[src/rtl/fws_pkg.sv]
`timescale 1ns/1ps
package fws_pkg;

    typedef enum logic [1:0] {
        RQ_CMD   = 2'd0,
        RQ_ZEROS = 2'd1,
        RQ_PULSE = 2'd2,
        RQ_WAIT  = 2'd3
    } rq_kind_e;

    typedef struct packed {
        rq_kind_e    kind;
        logic [3:0]  code;
        logic [15:0] data;
        logic [4:0]  nbits;
    } rq_t;

    typedef enum logic [3:0] {
        S_IDLE   = 4'd0,
        S_WREN   = 4'd1,
        S_PTR    = 4'd2,
        S_WORD   = 4'd3,
        S_GAP3   = 4'd4,
        S_PULSE  = 4'd5,
        S_SETTLE = 4'd6,
        S_TAIL   = 4'd7,
        S_ERASE  = 4'd8
    } st_e;

    localparam logic [3:0]  OP_CORE     = 4'h0;
    localparam logic [3:0]  OP_TWR      = 4'hC;
    localparam logic [3:0]  OP_TWR_INC2 = 4'hD;
    localparam logic [3:0]  OP_TWR_GO   = 4'hF;

    localparam logic [7:0]  INS_LIT     = 8'h0E;
    localparam logic [7:0]  INS_STORE   = 8'h6E;
    localparam logic [7:0]  RG_PTR_U    = 8'hF8;
    localparam logic [7:0]  RG_PTR_H    = 8'hF7;
    localparam logic [7:0]  RG_PTR_L    = 8'hF6;

    localparam logic [15:0] WREN_WORD   = 16'h84A6;
    localparam logic [23:0] ER_ADDR_A   = 24'h3C0005;
    localparam logic [23:0] ER_ADDR_B   = 24'h3C0004;
    localparam logic [15:0] ER_VAL_A    = 16'h0101;
    localparam logic [15:0] ER_VAL_B    = 16'h8080;

    // Operand for step k (0..5) of a table pointer load: literal then store,
    // upper byte first.
    function automatic logic [15:0] ptr_load(input logic [23:0] a, input logic [2:0] k);
        case (k)
            3'd0:    return {INS_LIT, a[23:16]};
            3'd1:    return {INS_STORE, RG_PTR_U};
            3'd2:    return {INS_LIT, a[15:8]};
            3'd3:    return {INS_STORE, RG_PTR_H};
            3'd4:    return {INS_LIT, a[7:0]};
            default: return {INS_STORE, RG_PTR_L};
        endcase
    endfunction

endpackage

[src/rtl/fws_span.sv]
`timescale 1ns/1ps
module fws_span #(
    parameter int ADDR_W  = 22,
    parameter int LEN_W   = 16,
    parameter int ROW_LG2 = 6,
    parameter int ROWS_W  = 12
) (
    input  logic [ADDR_W-1:0]  addr,
    input  logic [LEN_W-1:0]   len,
    output logic [ADDR_W-1:0]  base,
    output logic [ROW_LG2-1:0] off,
    output logic [ROWS_W-1:0]  rows
);
    localparam int SUM_W = LEN_W + 1;

    logic [SUM_W-1:0] sum;

    assign off  = addr[ROW_LG2-1:0];
    assign base = {addr[ADDR_W-1:ROW_LG2], {ROW_LG2{1'b0}}};
    assign sum  = SUM_W'(off) + SUM_W'(len) + SUM_W'((1 << ROW_LG2) - 1);
    assign rows = ROWS_W'(sum >> ROW_LG2);
endmodule

[src/rtl/fws_erase_rom.sv]
`timescale 1ns/1ps
module fws_erase_rom
    import fws_pkg::*;
#(
    parameter int STEP_W = 5
) (
    input  logic [STEP_W-1:0] step,
    output rq_t               rq,
    output logic              is_wait,
    output logic              is_last
);
    logic [STEP_W-1:0] rel;

    always_comb begin
        rq      = '0;
        rq.kind = RQ_CMD;
        rq.code = OP_CORE;
        is_wait = 1'b0;
        is_last = 1'b0;
        rel     = step - STEP_W'(7);
        if (step <= STEP_W'(5)) begin
            rq.data = ptr_load(ER_ADDR_A, step[2:0]);
        end else if (step == STEP_W'(6)) begin
            rq.code = OP_TWR;
            rq.data = ER_VAL_A;
        end else if (step <= STEP_W'(12)) begin
            rq.data = ptr_load(ER_ADDR_B, rel[2:0]);
        end else if (step == STEP_W'(13)) begin
            rq.code = OP_TWR;
            rq.data = ER_VAL_B;
        end else if (step == STEP_W'(14)) begin
            rq.data = 16'h0000;
        end else if (step == STEP_W'(15)) begin
            rq.kind  = RQ_ZEROS;
            rq.nbits = 5'd4;
        end else if (step == STEP_W'(16)) begin
            rq.kind = RQ_WAIT;
            is_wait = 1'b1;
        end else begin
            rq.kind  = RQ_ZEROS;
            rq.nbits = 5'd16;
            is_last  = 1'b1;
        end
    end
endmodule

[src/rtl/fws_packer.sv]
`timescale 1ns/1ps
module fws_packer #(
    parameter int LEN_W   = 16,
    parameter int ROW_LG2 = 6
) (
    input  logic               clk,
    input  logic               rst_n,
    input  logic               start,
    input  logic [ROW_LG2-1:0] skip_in,
    input  logic [LEN_W-1:0]   len_in,
    input  logic               take,
    input  logic               in_valid,
    input  logic [7:0]         in_data,
    output logic               in_ready,
    output logic               word_valid,
    output logic [15:0]        word
);
    typedef struct packed {
        logic [ROW_LG2-1:0] skip;
        logic [LEN_W-1:0]   left;
        logic [7:0]         lo;
        logic               ph;
        logic               full;
        logic [15:0]        word;
    } pk_t;

    pk_t        pk_q, pk_d;
    logic       got;
    logic [7:0] b;

    always_comb begin
        pk_d     = pk_q;
        in_ready = 1'b0;
        got      = 1'b0;
        b        = 8'hFF;
        if (start) begin
            pk_d.skip = skip_in;
            pk_d.left = len_in;
            pk_d.ph   = 1'b0;
            pk_d.full = 1'b0;
        end else if (pk_q.full) begin
            if (take) pk_d.full = 1'b0;
        end else begin
            if (pk_q.skip != '0) begin
                got       = 1'b1;
                pk_d.skip = pk_q.skip - ROW_LG2'(1);
            end else if (pk_q.left != '0) begin
                in_ready = 1'b1;
                got      = in_valid;
                b        = in_data;
                if (in_valid) pk_d.left = pk_q.left - LEN_W'(1);
            end else begin
                got = 1'b1;
            end
            if (got) begin
                if (!pk_q.ph) begin
                    pk_d.lo = b;
                    pk_d.ph = 1'b1;
                end else begin
                    pk_d.word = {b, pk_q.lo};
                    pk_d.full = 1'b1;
                    pk_d.ph   = 1'b0;
                end
            end
        end
    end

    always_ff @(posedge clk) begin
        if (!rst_n) pk_q <= '0;
        else        pk_q <= pk_d;
    end

    assign word_valid = pk_q.full;
    assign word       = pk_q.word;


    word_hold_chk: assert property (@(posedge clk) disable iff (!rst_n)
        (word_valid && !take && !start) |=> (word_valid && $stable(word)));
endmodule

[src/rtl/fws_row_writer.sv]
`timescale 1ns/1ps
module fws_row_writer
    import fws_pkg::*;
#(
    parameter int ADDR_W    = 22,
    parameter int LEN_W     = 16,
    parameter int ROW_LG2   = 6,
    parameter int CYC_W     = 27,
    parameter int PROG_CYC  = 240000,
    parameter int GAP_CYC   = 200,
    parameter int ERASE_CYC = 115600000
) (
    input  logic              clk,
    input  logic              rst_n,
    input  logic              start_wr,
    input  logic              start_erase,
    input  logic [ADDR_W-1:0] wr_addr,
    input  logic [LEN_W-1:0]  wr_len,
    input  logic              in_valid,
    output logic              in_ready,
    input  logic [7:0]        in_data,
    output logic              req_valid,
    input  logic              req_ready,
    output logic [1:0]        req_kind,
    output logic [3:0]        req_code,
    output logic [15:0]       req_data,
    output logic [4:0]        req_bits,
    output logic [CYC_W-1:0]  req_cycles,
    output logic              done
);
    localparam int ROW_BYTES = 1 << ROW_LG2;
    localparam int ROW_WORDS = ROW_BYTES / 2;
    localparam int ROWS_W    = LEN_W - ROW_LG2 + 2;
    localparam int STEP_W    = (ROW_LG2 - 1 > 5) ? ROW_LG2 - 1 : 5;

    typedef struct packed {
        st_e               st;
        logic [STEP_W-1:0] step;
        logic [ROWS_W-1:0] rows_left;
        logic [ADDR_W-1:0] row_addr;
        logic              vld;
        rq_t               rq;
        logic [CYC_W-1:0]  cyc;
        logic              done;
    } ctl_t;

    ctl_t ctl_q, ctl_d;

    logic [ADDR_W-1:0]  sp_base;
    logic [ROW_LG2-1:0] sp_off;
    logic [ROWS_W-1:0]  sp_rows;
    logic               pk_start, pk_take, pk_valid;
    logic [15:0]        pk_word;
    rq_t                er_rq;
    logic               er_wait, er_last;
    rq_t                pl;
    logic [CYC_W-1:0]   pl_cyc;
    logic               load_ok;
    logic [23:0]        ptr_ext;

    fws_span #(
        .ADDR_W (ADDR_W), .LEN_W (LEN_W), .ROW_LG2 (ROW_LG2), .ROWS_W (ROWS_W)
    ) u_span (
        .addr (wr_addr), .len (wr_len),
        .base (sp_base), .off (sp_off), .rows (sp_rows)
    );

    fws_packer #(
        .LEN_W (LEN_W), .ROW_LG2 (ROW_LG2)
    ) u_packer (
        .clk        (clk),
        .rst_n      (rst_n),
        .start      (pk_start),
        .skip_in    (sp_off),
        .len_in     (wr_len),
        .take       (pk_take),
        .in_valid   (in_valid),
        .in_data    (in_data),
        .in_ready   (in_ready),
        .word_valid (pk_valid),
        .word       (pk_word)
    );

    fws_erase_rom #(
        .STEP_W (STEP_W)
    ) u_erase (
        .step    (ctl_q.step),
        .rq      (er_rq),
        .is_wait (er_wait),
        .is_last (er_last)
    );

    assign ptr_ext  = 24'(ctl_q.row_addr);
    assign pk_start = (ctl_q.st == S_IDLE) && start_wr && !start_erase && (wr_len != '0);

    always_comb begin
        ctl_d      = ctl_q;
        ctl_d.done = 1'b0;
        pk_take    = 1'b0;
        pl         = '0;
        pl.kind    = RQ_CMD;
        pl.code    = OP_CORE;
        pl_cyc     = '0;
        load_ok    = 1'b1;

        case (ctl_q.st)
            S_WREN:   pl.data = WREN_WORD;
            S_PTR:    pl.data = ptr_load(ptr_ext, ctl_q.step[2:0]);
            S_WORD: begin
                pl.code = (ctl_q.step == STEP_W'(ROW_WORDS - 1)) ? OP_TWR_GO : OP_TWR_INC2;
                pl.data = pk_word;
                load_ok = pk_valid;
            end
            S_GAP3: begin
                pl.kind  = RQ_ZEROS;
                pl.nbits = 5'd3;
            end
            S_PULSE: begin
                pl.kind = RQ_PULSE;
                pl_cyc  = CYC_W'(PROG_CYC);
            end
            S_SETTLE: begin
                pl.kind = RQ_WAIT;
                pl_cyc  = CYC_W'(GAP_CYC);
            end
            S_TAIL: begin
                pl.kind  = RQ_ZEROS;
                pl.nbits = 5'd16;
            end
            S_ERASE: begin
                pl     = er_rq;
                pl_cyc = er_wait ? CYC_W'(ERASE_CYC) : '0;
            end
            default: ;
        endcase

        if (ctl_q.st == S_IDLE) begin
            if (start_erase) begin
                ctl_d.st   = S_ERASE;
                ctl_d.step = '0;
            end else if (start_wr) begin
                if (wr_len == '0) begin
                    ctl_d.done = 1'b1;
                end else begin
                    ctl_d.st        = S_WREN;
                    ctl_d.row_addr  = sp_base;
                    ctl_d.rows_left = sp_rows;
                end
            end
        end else if (!ctl_q.vld) begin
            if (load_ok) begin
                ctl_d.vld = 1'b1;
                ctl_d.rq  = pl;
                ctl_d.cyc = pl_cyc;
                pk_take   = (ctl_q.st == S_WORD);
            end
        end else if (req_ready) begin
            ctl_d.vld = 1'b0;
            case (ctl_q.st)
                S_WREN: begin
                    ctl_d.st   = S_PTR;
                    ctl_d.step = '0;
                end
                S_PTR: begin
                    if (ctl_q.step == STEP_W'(5)) begin
                        ctl_d.st   = S_WORD;
                        ctl_d.step = '0;
                    end else begin
                        ctl_d.step = ctl_q.step + STEP_W'(1);
                    end
                end
                S_WORD: begin
                    if (ctl_q.step == STEP_W'(ROW_WORDS - 1)) ctl_d.st = S_GAP3;
                    else ctl_d.step = ctl_q.step + STEP_W'(1);
                end
                S_GAP3:   ctl_d.st = S_PULSE;
                S_PULSE:  ctl_d.st = S_SETTLE;
                S_SETTLE: ctl_d.st = S_TAIL;
                S_TAIL: begin
                    if (ctl_q.rows_left == ROWS_W'(1)) begin
                        ctl_d.st   = S_IDLE;
                        ctl_d.done = 1'b1;
                    end else begin
                        ctl_d.rows_left = ctl_q.rows_left - ROWS_W'(1);
                        ctl_d.row_addr  = ctl_q.row_addr + ADDR_W'(ROW_BYTES);
                        ctl_d.st        = S_PTR;
                        ctl_d.step      = '0;
                    end
                end
                S_ERASE: begin
                    if (er_last) begin
                        ctl_d.st   = S_IDLE;
                        ctl_d.done = 1'b1;
                    end else begin
                        ctl_d.step = ctl_q.step + STEP_W'(1);
                    end
                end
                default: ctl_d.st = S_IDLE;
            endcase
        end
    end

    always_ff @(posedge clk) begin
        if (!rst_n) ctl_q <= '0;
        else        ctl_q <= ctl_d;
    end

    assign req_valid  = ctl_q.vld;
    assign req_kind   = ctl_q.rq.kind;
    assign req_code   = ctl_q.rq.code;
    assign req_data   = ctl_q.rq.data;
    assign req_bits   = ctl_q.rq.nbits;
    assign req_cycles = ctl_q.cyc;
    assign done       = ctl_q.done;


    req_hold_chk: assert property (@(posedge clk) disable iff (!rst_n)
        (req_valid && !req_ready) |=>
        (req_valid && $stable({req_kind, req_code, req_data, req_bits, req_cycles})));


    idle_quiet_chk: assert property (@(posedge clk) disable iff (!rst_n)
        (ctl_q.st == S_IDLE) |-> (!req_valid && !in_ready));


    go_then_gap_chk: assert property (@(posedge clk) disable iff (!rst_n)
        (req_valid && req_ready && req_kind == 2'd0 && req_code == OP_TWR_GO) |=>
        (ctl_q.st == S_GAP3));


    done_after_hs_chk: assert property (@(posedge clk) disable iff (!rst_n)
        (done && $past(ctl_q.st != S_IDLE)) |-> $past(req_valid && req_ready));
endmodule

[config.mk]
export PLATFORM = sky130hd
export DESIGN_NAME = fws_row_writer
export DESIGN_NICKNAME = d
export VERILOG_FILES = /design/src/rtl/fws_pkg.sv /design/src/rtl/fws_span.sv /design/src/rtl/fws_erase_rom.sv /design/src/rtl/fws_packer.sv /design/src/rtl/fws_row_writer.sv
export SDC_FILE = /design/constraint.sdc
export NUM_CORES = 1
export LEC_CHECK = 0
export BUFFER_PORTS_ARGS = -buffer_cell sky130_fd_sc_hd__clkbuf_2
export CAP_MARGIN = 40
export CORE_UTILIZATION = 53
export CTS_CLUSTER_DIAMETER = 150
export DETAILED_ROUTE_END_ITERATION = 10
export GPL_TIMING_DRIVEN = 0
export PLACE_DENSITY = 0.78
export RECOVER_POWER = 100
export SLEW_MARGIN = 5
export SYNTH_ARGS = -nofsm -noshare
export SYNTH_HDL_FRONTEND = slang
export SYNTH_SLANG_ARGS = --single-unit
[constraint.sdc]
create_clock -name clk -period 2.5 [get_ports clk]
set_input_delay 0.5 -clock clk [delete_from_list [all_inputs] [get_ports clk]]
set_output_delay 0.5 -clock clk [all_outputs]
set_load 0.02 [all_outputs]
# == Yosys cells after proc, flatten, opt, wreduce, memory -nomap -nowiden ==
# Cells that the tools add are included.
# word_totals
wordCells,202
ff_bits,147
output_inout_bits,57
input_bits,52
# op_classes
n_eq_ne,39
n_addsub,8
n_mux,101
n_reduce_logical,29
n_lt_le_gt_ge,2
n_bitwise,6
# op_table
operator,n
15-bit one-hot mux with 5 select lines,3
34-bit 2-to-1 mux,4
16-bit 2-to-1 mux,6
43-bit 2-to-1 mux,2
27-bit one-hot mux with 3 select lines,1
16-bit one-hot mux with 4 select lines,1
5-bit 2-to-1 mux,11
55-bit 2-to-1 mux,1
44-bit 2-to-1 mux,1
39-bit 2-to-1 mux,1
1-bit 2-to-1 mux,38
4-bit one-hot mux with 8 select lines,1
16-bit nonzero test,2
31-bit 2-to-1 mux,1
4-bit 2-to-1 mux,7
27-bit 2-to-1 mux,1
26-bit 2-to-1 mux,1
5-bit one-hot mux with 5 select lines,1
8-bit 2-to-1 mux,3
"22-bit by 7-bit adder with 22-bit output, second input constant",1
22-bit 2-to-1 mux,1
"3-bit != test, second input constant",7
7-bit AND reduction,3
20-bit 2-to-1 mux,1
41 further kinds,86

# == Logic depth before layout (Yosys ltp) ==
# Gate-level depths: netlist (run 1).
# logic_depth
word_depth,13
depth_mapped,10
mapped_depth_nobuf,10

# == Cells and area by module ==
# From an unflattened synthesis (run 1), not the netlist that was laid out.
# unflattened
hier_cells,1102
area_unflattened_um2,8605.8
# by_module_without_submodules
mod,cells_per_inst,seq_area_each_um2,n_inst,area_per_inst_um2
fws_row_writer,631,1541.5,1,4931.0
fws_packer,297,960.9,1,2514.9
fws_span,97,0.0,1,685.7
fws_erase_rom,77,0.0,1,474.2

# == Least setup slack after synthesis (run 1) ==
# Ideal clock, no wire load.
# synth_timing
kind,input -> output
startpoint,input port wr_len[11]
endpoint,output port in_ready
t_arrival_ns,2.234
path_slack_ns,-0.234
path_buffers,4
required_ns,2.000
path_stages,8
path_cell_list,clkbuf_1 nor4_1 nand4_1 nor2b_1 clkbuf_1 buf_2 buf_2 nor3_1
# synth_via
elab_chain_len,3
# synth_rtl
element,line_no,text
start: declaration,fws_row_writer.sv:18,"input logic [LEN_W-1:0] wr_len,"
16-bit nonzero test,fws_row_writer.sv:94,assign pk_start = (ctl_q.st == S_IDLE) && start_wr && !start_erase && (wr_len != '0);
1-bit logical AND,fws_row_writer.sv:94,
1-bit 2-to-1 mux,fws_packer.sv:36,if (start) begin
end: declaration,fws_row_writer.sv:20,"output logic in_ready,"
# Every way passes these cells.

# == Worst setup path after layout (run 1) ==
# layout_timing
startpoint,register u_packer.pk_q[34] (netlist name)
endpoint,output port in_ready
# layout_via
elab_chain_len,5
# layout_rtl
element,line_no,text
start: declaration,fws_packer.sv:27,"pk_t pk_q, pk_d;"
start signal: assignment,fws_packer.sv:70,else pk_q <= pk_d;
16-bit nonzero test,fws_packer.sv:47,end else if (pk_q.left != '0) begin
1-bit 2-to-1 mux,fws_packer.sv:47,
1-bit 2-to-1 mux,fws_packer.sv:44,if (pk_q.skip != '0) begin
1-bit 2-to-1 mux,fws_packer.sv:41,end else if (pk_q.full) begin
1-bit 2-to-1 mux,fws_packer.sv:36,
# Every way passes these cells.

==> results.md, run 1 <==
* Status: complete, but fails checks
* Failing checks: negative setup slack
* CP endpoint kind: output pin
* Fin crit share at 100%
* Drt wl/cell at 18.4 um
* Reg clk slew, reported paths at 0.06 ns
* Vias/cell at 6.16
* Initial antenna violation count at 0
* Least-Margin Pin Slew at 0.880 ns
* Worst path required time at 2.00 ns
* Synth-to-layout area growth at 21.5%
* Slew margin rel. at 41.4%
* Final WL at roughly 23 mm
* FF-to-FF path depth at 8
* Vias in the first global route at 6981
* Hold crit path type: in2reg
* Core ar. at about 0.013 mm2
* Yosys reg bits at 116
* TritonCTS clock tree: yes
* Die Area at ~0.014 mm2
* FF+latch area at 0.00234 mm2
* Skew-Pair Late Insertion Delay at about 0.43 ns
* GR Util met1 at a little over two fifths
* Num rows at 42
* Met3 Use GR at 7.92%
* Hold_sp: wr_addr[14]
* Final worst slack at -0.00287 ns
* Commonest non-fill, non-tap cell in the layout: dfxtp_1
* Synth cell types at 81
* Setup CP Type: reg2out
* Die Ht at 120 um
* Post-Place Worst Slack at -0.577 ns
* Die X at 120 um
* TritonRoute pass-1 iters at 8
* Gr usage total at 32.6%
* Largest net degree at the start of global routing at 17
* Hold endpoint: ctl_q[70]
* I/O Buffers at 93
* Setup_tns at -0.00287 ns
* Asr flop ratio synth at 0%
* Setup crit start kind: flop
* GP Congestion at ~0.94
* HPWL after DPL at 16.3 mm
* Most frequent cells in the layout: dfxtp_1 (109), nand2_1 (89), nor2_1 (80)
* Worst R2R End: ctl_q[69]
* TritonCTS Sinks at roughly 120
* Fillers at 1172
* Critical Path AT at 2.00 ns
* Number of flops mapped to enable cells by yosys at 0
* Syn Area/Cell at between 7 and 8 um2
* Overall power at 7.95 mW
* Hold Path Depth at 3
* RSZ-0062 raised after global routing: true
* Final Hold Vio Count at 0
* PD cells at slightly below 900 mW/mm2
* Grt met2 use at 50.1%
* First-pass GRT wire length at 36.6 mm
* Gate Count Post-Synth at 952
* R2r setup slk at 0.07 ns
* Drt drc at 0
* Final #Nets at 1168
* Gr ovfl total at 0
* Prevailing post-synth register cell: dfxtp_1
* Root buf cell: clkbuf_16
* Setup violators final at 1
* CTS max path bufs at 2
* H-tree levels at 4
* Synth Warn # at 0
* CTS buffer count at 17
* Max-slew violations at 0
* Max-cap violations at 0
* Worst VDD drop at roughly 0.74 mV
* Crit path max fanout at 4
* Initial Util at 55.0%
* Area of the multi-input gates at 0.00445 mm2
* Routed Antenna Nets at 0
* Final Cell Area at 0.00899 mm2
* DR vias at 7868
* Layout cells sized above 1 at between 20% and 30%
* Clock Skew at 0.00820 ns
* Max frequency at 400 MHz
* Top Usage Layer GRT: met2
* Synthesized cell area at between 0.007 and 0.008 mm2
* Inserted Diodes at 0
* DRT iter0 DRCs at 976
* Final min period at roughly 2.5 ns
* Reg2reg start: ctl_q[98]
* Area post-placement at slightly above 0.008 mm2
* Pleak at 3.62 nW
* Utilization after layout at 66.9%
* Ports at 109
* Sequential element share of the synthesized area at between 30% and 40%
## sequential cells by signal, indices dropped and copies added, names as in the netlist
register,flops
done,1
req_cycles,5
u_packer.word,16
req_data,16
req_bits,3
req_kind,2
ctl_q,37
u_packer.pk_q,31
u_packer.word_valid,1
req_valid,1
req_code,3
## per-stage QoR
step,hold slack [ns],instances
floorplan,0.426,963
global placement,0.443,1232
detailed placement,0.443,1232
CTS,0.309,1271
global route,0.314,1278
finish,0.317,1278
## kinds of logic (layout without fill, tap and decap cells)
family,count (synthesis),in the layout,synth area share (%)
and+or+nand+nor,332,333,22.8
adders and majority gates,25,25,4.22
DFF,116,116,31.4
other,1,12,0.0506
muxes,13,13,1.79
xor gates and xnor gates,20,20,2.37
AOI/OAI and AO/OA,294,294,26.6
buffers and inverters,151,289,10.8
## worst max-delay path, cell delays in order (launching register included)
cell and delay, ns:
dfxtp_1 0.34, or4_4 0.57, nor3_4 0.20, a21o_2 0.18, buf_6 0.11, nor3_4 0.03, buf_6 0.14
## final cells by class
class	count	share of cell area, %
inverters	39	1.67
clock inverters	9	1.71
plain buffers	109	7.43
clock buffers	21	5.12
repair buffers	111	6.15
flip-flops and latches	116	26.0
multi-input cells	697	49.5
well taps	176	2.45
## power breakdown
| part | leakage [nW] | switching (mW) | internal, mW |
|---|---|---|---|
| Clock | 0.295 | 0.881 | 1.70 |
| Combinational | 2.38 | 1.73 | 1.14 |
| Sequential | 0.952 | 0.295 | 2.20 |
## worst max path at each step
stage,from,endpoint,slack [ns]
after floorplan,wr_len[11],in_ready,0.008
after global placement,wr_len[0],in_ready,-0.57
after detailed placement,wr_len[0],in_ready,-0.58
after CTS,u_packer.pk_q[37],in_ready,-0.08
after global routing,ctl_q[91],ctl_q[92],-0.08
final,u_packer.pk_q[34],in_ready,-0.003
## timing repair
action / in CTS / in global routing
hold buffers: 0 / 0
setup buffers: 9 / 9
cloned: 1 / 0
hold endpoints to repair: 0 / 0
setup endpoints to repair: 13 / 32
resized for setup: 21 / 34
pin swaps: 8 / 15
## Yosys cell counts (4+ instances only)
| cell | n | share of area [%] |
|---|---|---|
| o311ai_0 | 4 | 0.47 |
| nor4_1 | 14 | 1.2 |
| nand2_1 | 90 | 4.6 |
| or4_1 | 6 | 0.61 |
| nor2_1 | 81 | 4.1 |
| a21o_1 | 7 | 0.71 |
| nand2b_1 | 9 | 0.76 |
| o22ai_1 | 4 | 0.34 |
| xor2_1 | 11 | 1.3 |
| o31ai_1 | 13 | 1.3 |
| a31oi_1 | 19 | 1.6 |
| buf_4 | 56 | 5.7 |
| o211ai_1 | 8 | 0.81 |
| o21ai_1 | 17 | 1.1 |
| nor2b_1 | 6 | 0.51 |
| o21bai_1 | 4 | 0.41 |
| a221oi_1 | 8 | 0.95 |
| nor3_1 | 32 | 2.2 |
| ha_1 | 25 | 4.2 |
| inv_1 | 36 | 1.8 |
| and3_1 | 6 | 0.51 |
| o21ai_0 | 56 | 3.8 |
| and2_1 | 5 | 0.42 |
| buf_1 | 8 | 0.41 |
| nand3b_1 | 7 | 0.71 |
| mux2i_1 | 11 | 1.5 |
| a311oi_1 | 5 | 0.59 |
| xnor2_1 | 9 | 1.1 |
| nand4_1 | 13 | 1.1 |
| a21oi_1 | 65 | 4.4 |
| buf_2 | 18 | 1.2 |
| nand3_1 | 36 | 2.4 |
| dfxtp_1 | 116 | 31 |
| o211a_1 | 5 | 0.68 |
| a211oi_1 | 20 | 2.0 |
| o21a_1 | 7 | 0.71 |
| clkbuf_1 | 30 | 1.5 |
| a22oi_1 | 11 | 1.1 |
## metal layers
layer | wire length [um] | vias up | share of wire, %
li1 | - | 3702 | -
met1 | 10000 | 3610 | 43
met2 | 10400 | 488 | 44
met3 | 2410 | 68 | 10
met4 | 653 | 0 | 2.8
met5 | 0 | - | 0
No activity file was read; power rests on OpenSTA's default activity.
==> run 2, diff against run 1 <==
--- a/config.mk
+++ b/config.mk
@@ -7,13 +7,14 @@
 export LEC_CHECK = 0
 export BUFFER_PORTS_ARGS = -buffer_cell sky130_fd_sc_hd__clkbuf_2
 export CAP_MARGIN = 40
-export CORE_UTILIZATION = 53
+export CORE_UTILIZATION = 54
 export CTS_CLUSTER_DIAMETER = 150
 export DETAILED_ROUTE_END_ITERATION = 10
 export GPL_TIMING_DRIVEN = 0
-export PLACE_DENSITY = 0.78
+export PLACE_DENSITY_LB_ADDON = 0.1
 export RECOVER_POWER = 100
 export SLEW_MARGIN = 5
 export SYNTH_ARGS = -nofsm -noshare
 export SYNTH_HDL_FRONTEND = slang
+export SYNTH_HIERARCHICAL = 1
 export SYNTH_SLANG_ARGS = --single-unit
==> results.md, run 2 <==
* Final worst slack at 0.0849 ns (+0.0878 ns)
* First-pass GRT wire length at 39.2 mm (+7.0%)
* Synth cell types at 91 (+12%)
* Pleak at 4.29 nW (+18%)
* TritonRoute pass-1 iters at 6 (-2)
* Die Ht at 128 um (+6.7%)
* H-tree levels at 4 (unchanged)
* Gr usage total at 30.5% (-2.1 points)
* Finished Layout Cells at 1459 (+14%)
* R2r setup slk at 0.08 ns (about the same)
* Critical path cell sequence: buf_4, or4_1, buf_6, and2_1, clkbuf_1, clkbuf_2, o41ai_1, nand3_1, a32o_1
* Biggest register: ctl_q
* Setup violators final at 0 (-1)
* TritonCTS Sinks at 125 (+7.8%)
* Worst R2R End: ctl_q[85]
* Utilization after layout at 66.0% (-0.90 points)
* Slew margin rel. at 40.9% (-0.44 points)
* Vias/cell at 5.81 (-5.6%)
* Worst path max stage delay at 0.52 ns (-0.05 ns)
* Reg clk slew, reported paths at 0.07 ns (about the same)
* Worst path required time at 2.83 ns (+0.83 ns)
* Core ar. at 0.0154 mm2 (+14%)
* Final min period at 2.42 ns (-0.0878 ns)
* CP endpoint kind: flop
* Ports at 109 (unchanged)
* DRT iter0 DRCs at 711 (-27%)
* Critical Path AT at 2.75 ns (+0.75 ns)
* Synthesized cell area at 0.00861 mm2 (+16%)
* Hold_sp: wr_addr[7]
* Layout cells sized above 1 at 22.2% (+1.1 points)
* Worst VDD drop at 0.645 mV (-13%)
* Largest net degree at the start of global routing at 17 (unchanged)
* Grt met2 use at 48.6% (-1.5 points)
* Ranking of synthesized cells by area: dfxtp_1 (29%), buf_4 (9.9%), nand2_1 (4.8%)
* Hold endpoint: ctl_q[63]
* Cell type with the largest total area after synthesis: dfxtp_1
* Hold crit path type: in2reg
* Sequential element share of the synthesized area at 29.1% (-2.3 points)
* GR Util met1 at 40.8% (-3.1 points)
* Initial antenna violation count at 0 (unchanged)
* Hold Path Depth at 3 (unchanged)
* Max reg flops at 43 (+16%)
* FF+latch area at 0.00251 mm2 (+7.6%)
* Syn Area/Cell at 7.81 um2 (+0.40%)
* Synth Warn # at 6 (+6)
* Most frequent cells after synthesis: dfxtp_1 (125), buf_4 (114), nand2_1 (111), a21oi_1 (72), nor2_1 (63)
* Crit path buffers/inverters at 4 (+2)
* Num rows at 45 (+7.1%)
* Setup crit start kind: flop
* Reg2reg start: ctl_q[97]
* CTS buffer count at 17 (unchanged)
* Post-synth top area share at 29.1% (-2.3 points)
* Post-Place Worst Slack at -0.653 ns (-0.0767 ns)
* I/O Buffers at 81 (-13%)
* Final WL at 24.9 mm (+6.1%)
* Final #Nets at 1310 (+12%)
* CTS max path bufs at 2 (unchanged)
* Gate Count Post-Synth at 1102 (+16%)
* TritonCTS clock tree: yes
* Number of flops mapped to enable cells by yosys at 0 (unchanged)
* PD cells at 966 mW/mm2 (+9.3%)
* Clock Skew at 0.0165 ns (+0.00830 ns)
* Slowest CP cell: or4_1
* Max-cap violations at 0 (unchanged)
* Hold_buf cts at 0 (unchanged)
* Routed Antenna Nets at 0 (unchanged)
* Placed Instances at 1416 (+15%)
* Cell with the most instances after synthesis: dfxtp_1
* Yosys reg bits at 125 (+7.8%)
* FF-to-FF path depth at 9 (+1)
* Setup_tns at 0 ns (+0.00287 ns)
* Drt drc at 0 (unchanged)
* Gr ovfl total at 0 (unchanged)
* GP Congestion at 0.946 (+0.47%)
* Setup CP Type: reg2reg
* Prevailing post-synth register cell: dfxtp_1
* HPWL after DPL at 18.2 mm (+12%)
* Fillers at 1417 (+21%)
* Met3 Use GR at 5.34% (-2.6 points)
* Max frequency at 414 MHz (+3.6%)
* Overall power at 9.80 mW (+23%)
* Vias in the first global route at 7570 (+8.4%)
* Commonest non-fill, non-tap cell in the layout: buf_4
* Asr flop ratio synth at 0% (unchanged)
* Area of the multi-input gates at 0.00492 mm2 (+11%)
* Max-slew violations at 0 (unchanged)
* Most frequent cells in the layout: buf_4 (127), dfxtp_1 (117), nand2_1 (111)
* Skew-Pair Late Insertion Delay at 0.44 ns (about the same)
* Die Area at 0.0164 mm2 (+14%)
* Root buf cell: clkbuf_16
* Synth-to-layout area growth at 17.8%
* DR vias at 8479 (+7.8%)
* Crit path max fanout at 10 (+6)
* Final Hold Vio Count at 0 (unchanged)
* Largest regs: ctl_q x43, u_packer/pk_q x31
* Die X at 128 um (+6.7%)
* Status: completed
* Top Usage Layer GRT: met2
* Least-Margin Pin Slew at 0.884 ns (+0.00485 ns)
* Fin crit share at 96.6% (-3.5 points)
* Inserted Diodes at 0 (unchanged)
* Drt wl/cell at 17.1 um (-7.0%)
* Largest delay share family, worst path: buffers and inverters
* Initial Util at 56.0% (+0.95 points)
* RSZ-0062 raised after global routing: false
==> run 2: metrics by stage <==
stage	hold slack (ns)	area, um2
global placement	0.445	9460
finish	0.339	10100
CTS	0.329	10200
global route	0.346	10100
detailed placement	0.451	9470
floorplan	0.432	8790
==> run 2: worst max-delay path by stage <==
| stage | from | endpoint | cells after the start | slack [ns] |
|---|---|---|---|---|
| after floorplan | wr_len[2] | u_packer/pk_q[40] | 11 | -0.03 |
| after global placement | ctl_q[96] | in_ready | 9 | -0.63 |
| after detailed placement | ctl_q[96] | in_ready | 9 | -0.65 |
| after CTS | ctl_q[91] | ctl_q[97] | 7 | 0.001 |
| after global routing | u_packer/pk_q[42] | in_ready | 7 | 0.01 |
| final | ctl_q[97] | ctl_q[85] | 9 | 0.08 |
==> run 2: kinds of logic (layout without fill, tap and decap cells) <==
group                      Yosys count  after routing  share of synthesized area, %
AOI/OAI and AO/OA                  296            296                          24.3
xor gates and xnor gates            34             34                          3.46
adders and majority gates           23             23                          3.34
buffers and inverters              239            364                          16.2
DFF                                125            125                          29.1
muxes                               11             11                          1.29
other                                3             24                         0.131
and+or+nand+nor                    371            371                          22.3
==> run 2: area by class of cell <==
type                            count  share of cell area [%]
Multi-Input combinational cell    759                    48.5
Sequential cell                   125                    24.8
Buffer                            183                    11.9
Timing Repair Buffer               99                    4.71
Clock buffer                       19                    4.37
Tap cell                          211                    2.60
Inverter                           50                    1.85
Clock inverter                     13                    1.27
==> run 2: metal layers <==
layer / vias up / share of wire, %
met5: - / 0
met4: 0 / 2.6
met3: 58 / 7.3
met2: 339 / 46
met1: 3968 / 44
li1: 4114 / -
==> run 2: tightest hold or removal path, stage by stage <==
cell and delay [ns]:
buf_4 0.11, nand2_1 0.05, a311oi_1 0.07
==> run 2: timing repair <==
| action | in CTS | in global routing |
|---|---|---|
| gates resized for setup | 27 | 18 |
| hold endpoints to repair | 0 | 0 |
| endpoints found under the setup margin | 53 | 61 |
| buffers inserted | 11 | 6 |
| gates cloned | 0 | 0 |
| pin swaps | 3 | 4 |
==> run 2: report_power, final <==
group | internal [mW] | leakage, nW | total (mW) | switching, mW
logic | 1.82 | 2.99 | 4.37 | 2.55
registers | 2.51 | 1.03 | 3.01 | 0.498
clock network | 1.41 | 0.276 | 2.42 | 1.01
total | 5.75 | 4.29 | 9.80 | 4.05
==> run 3, diff against run 2 <==
--- a/config.mk
+++ b/config.mk
@@ -7,7 +7,7 @@
 export LEC_CHECK = 0
 export BUFFER_PORTS_ARGS = -buffer_cell sky130_fd_sc_hd__clkbuf_2
 export CAP_MARGIN = 40
-export CORE_UTILIZATION = 54
+export CORE_UTILIZATION = 53
 export CTS_CLUSTER_DIAMETER = 150
 export DETAILED_ROUTE_END_ITERATION = 10
 export GPL_TIMING_DRIVEN = 0
@@ -16,5 +16,4 @@
 export SLEW_MARGIN = 5
 export SYNTH_ARGS = -nofsm -noshare
 export SYNTH_HDL_FRONTEND = slang
-export SYNTH_HIERARCHICAL = 1
 export SYNTH_SLANG_ARGS = --single-unit
==> results.md, run 3 (synthesized netlist as in run 1, its figures left out) <==
* Status: completed
* Gr ovfl total at 0 (unchanged)
* Area post-placement at 0.00815 mm2 (-14%)
* I/O Buffers at 93 (+15%)
* Pleak at 3.63 nW (-15%)
* Critical Path AT at 1.94 ns (-0.81 ns)
* Clock Skew at 0.00820 ns (-0.00830 ns)
* Crit path max fanout at 8 (-2)
* Final min period at 2.44 ns (+0.0216 ns)
* Critical path cell sequence: nor4_4, nand3b_1, nor2b_4, buf_12, nor3_4, buf_6
* HPWL after DPL at 16.2 mm (-11%)
* Max frequency at 410 MHz (-0.89%)
* Worst path max stage delay at 0.38 ns (-0.14 ns)
* Initial antenna violation count at 0 (unchanged)
* DR vias at 7796 (-8.1%)
* Die X at 120 um (-6.3%)
* H-tree levels at 4 (unchanged)
* Vias in the first global route at 6851 (-9.5%)
* Crit path buffers/inverters at 2 (-2)
* Largest delay share family, worst path: simple AND/OR/NAND/NOR gates
* Least-Margin Pin Slew at 0.917 ns (+0.0322 ns)
* Die Area at 0.0144 mm2 (-12%)
* Worst hold slack at 0.311 ns (-0.0280 ns)
* Synth-to-layout area growth at 21.6%
* Max-cap violations at 0 (unchanged)
* DRT iter0 DRCs at 851 (+20%)
* Root buf cell: clkbuf_16
* Fillers at 1208 (-15%)
* Gr usage total at 32.1% (+1.6 points)
* Inserted Diodes at 0 (unchanged)
* Vias/cell at 6.10 (+5.0%)
* TritonCTS clock tree: yes
* Worst path required time at 2.00 ns (-0.83 ns)
* Setup violators final at 0 (unchanged)
* Final Cell Area at 0.00901 mm2 (-11%)
* Most frequent cells in the layout: dfxtp_1 (109), nand2_1 (88), nor2_1 (80)
* CTS max path bufs at 2 (unchanged)
* Placed Instances at 1232 (-13%)
* CP endpoint kind: output pin
* TritonRoute pass-1 iters at 8 (+2)
* Slew margin rel. at 38.9% (-2.0 points)
* Overall power at 7.91 mW (-19%)
* Final #Nets at 1166 (-11%)
* Core ar. at 0.0135 mm2 (-12%)
* Worst VDD drop at 0.683 mV (+5.8%)
* Largest regs: ctl_q x37, u_packer.pk_q x31
* First-pass GRT wire length at 36.2 mm (-7.7%)
* Setup crit start kind: flop
* Routed Antenna Nets at 0 (unchanged)
* Final WL at 23.1 mm (-7.3%)
* Biggest register: ctl_q
* Max-slew violations at 0 (unchanged)
* Die Ht at 120 um (-6.3%)
* Skew-Pair Late Insertion Delay at 0.42 ns (-0.02 ns)
* Hold crit path type: in2reg
* Layout cells sized above 1 at 21.5% (-0.69 points)
* Max reg flops at 37 (-14%)
* Reg clk slew, reported paths at 0.05 ns (-0.02 ns)
* Slowest CP cell: dfxtp_4
* PD cells at 878 mW/mm2 (-9.2%)
* Commonest non-fill, non-tap cell in the layout: dfxtp_1
* Setup CP Type: reg2out
* GP Congestion at 0.950 (+0.40%)
* Finished Layout Cells at 1278 (-12%)
* Num rows at 42 (-6.7%)
* Ports at 109 (unchanged)
* TritonCTS Sinks at 116 (-7.2%)
* Drt drc at 0 (unchanged)
* CTS buffer count at 17 (unchanged)
* Fin crit share at 97.5% (+0.87 points)
* Final Hold Vio Count at 0 (unchanged)
* Largest net degree at the start of global routing at 17 (unchanged)
* Initial Util at 55.0% (-0.95 points)
* Drt wl/cell at 18.1 um (+5.8%)
[run 3: metal layers]
layer	wire length (um)	share of wire, %	vias to the layer above	global-route usage [%]
li1	-	-	3698	-
met1	10100	44	3619	44.5
met2	10300	45	437	50.5
met3	2190	9.5	42	5.75
met4	442	1.9	0	9.84
met5	0	0	-	0
[run 3: through the flow]
stage | setup TNS [ns] | setup WS [ns] | utilization (%)
after floorplan | 0 | 0.00778 | -
after global placement | -8.70 | -0.619 | 60.6
after detailed placement | -8.91 | -0.611 | 60.6
after CTS | -0.0205 | -0.0205 | 66.4
after global routing | -0.0235 | -0.0160 | 67.0
final | 0 | 0.0633 | 67.0
[run 3: worst reg2reg max path, stage by stage, from the launching register on]
cell	delay, ns
dfxtp_4	0.38
nor4_4	0.30
nand3b_1	0.18
clkbuf_4	0.17
buf_4	0.12
clkbuf_4	0.13
nand2b_1	0.12
buf_2	0.19
nand2_2	0.17
clkbuf_2	0.27
o221ai_1	0.15
o211a_1	0.14
[run 3: final cells by class]
type	count	area, um2	share of cell area, %
Buffer	106	648	7.20
Clock buffer	19	443	4.92
Clock inverter	13	181	2.01
Inverter	39	150	1.67
Multi-Input combinational cell	696	4460	49.5
Sequential cell	116	2340	26.0
Tap cell	176	220	2.44
Timing Repair Buffer	113	564	6.26
[run 3: what timing repair did]
item | in CTS | in global routing
endpoints found under the setup margin | 13 | 27
pin swaps | 8 | 10
gates resized for setup | 23 | 42
hold buffers | 0 | 0
setup buffers | 11 | 9
[run 3: where the power goes]
group | internal (mW) | switching (mW) | leakage, nW
clock network | 1.69 | 0.918 | 0.303
logic | 1.10 | 1.70 | 2.38
registers | 2.20 | 0.296 | 0.952
total | 4.99 | 2.91 | 3.63
[run 3: worst paths after layout]
| kind | startpoint | cells after the start | slack (ns) | to |
|---|---|---|---|---|
| min reg2reg | req_data[14] | 1 | 0.45 | req_data[14] |
| max reg2reg | ctl_q[97] | 11 | 0.07 | ctl_q[79] |
| max | ctl_q[97] | 6 | 0.06 | in_ready |
| min | wr_addr[14] | 3 | 0.31 | ctl_q[70] |
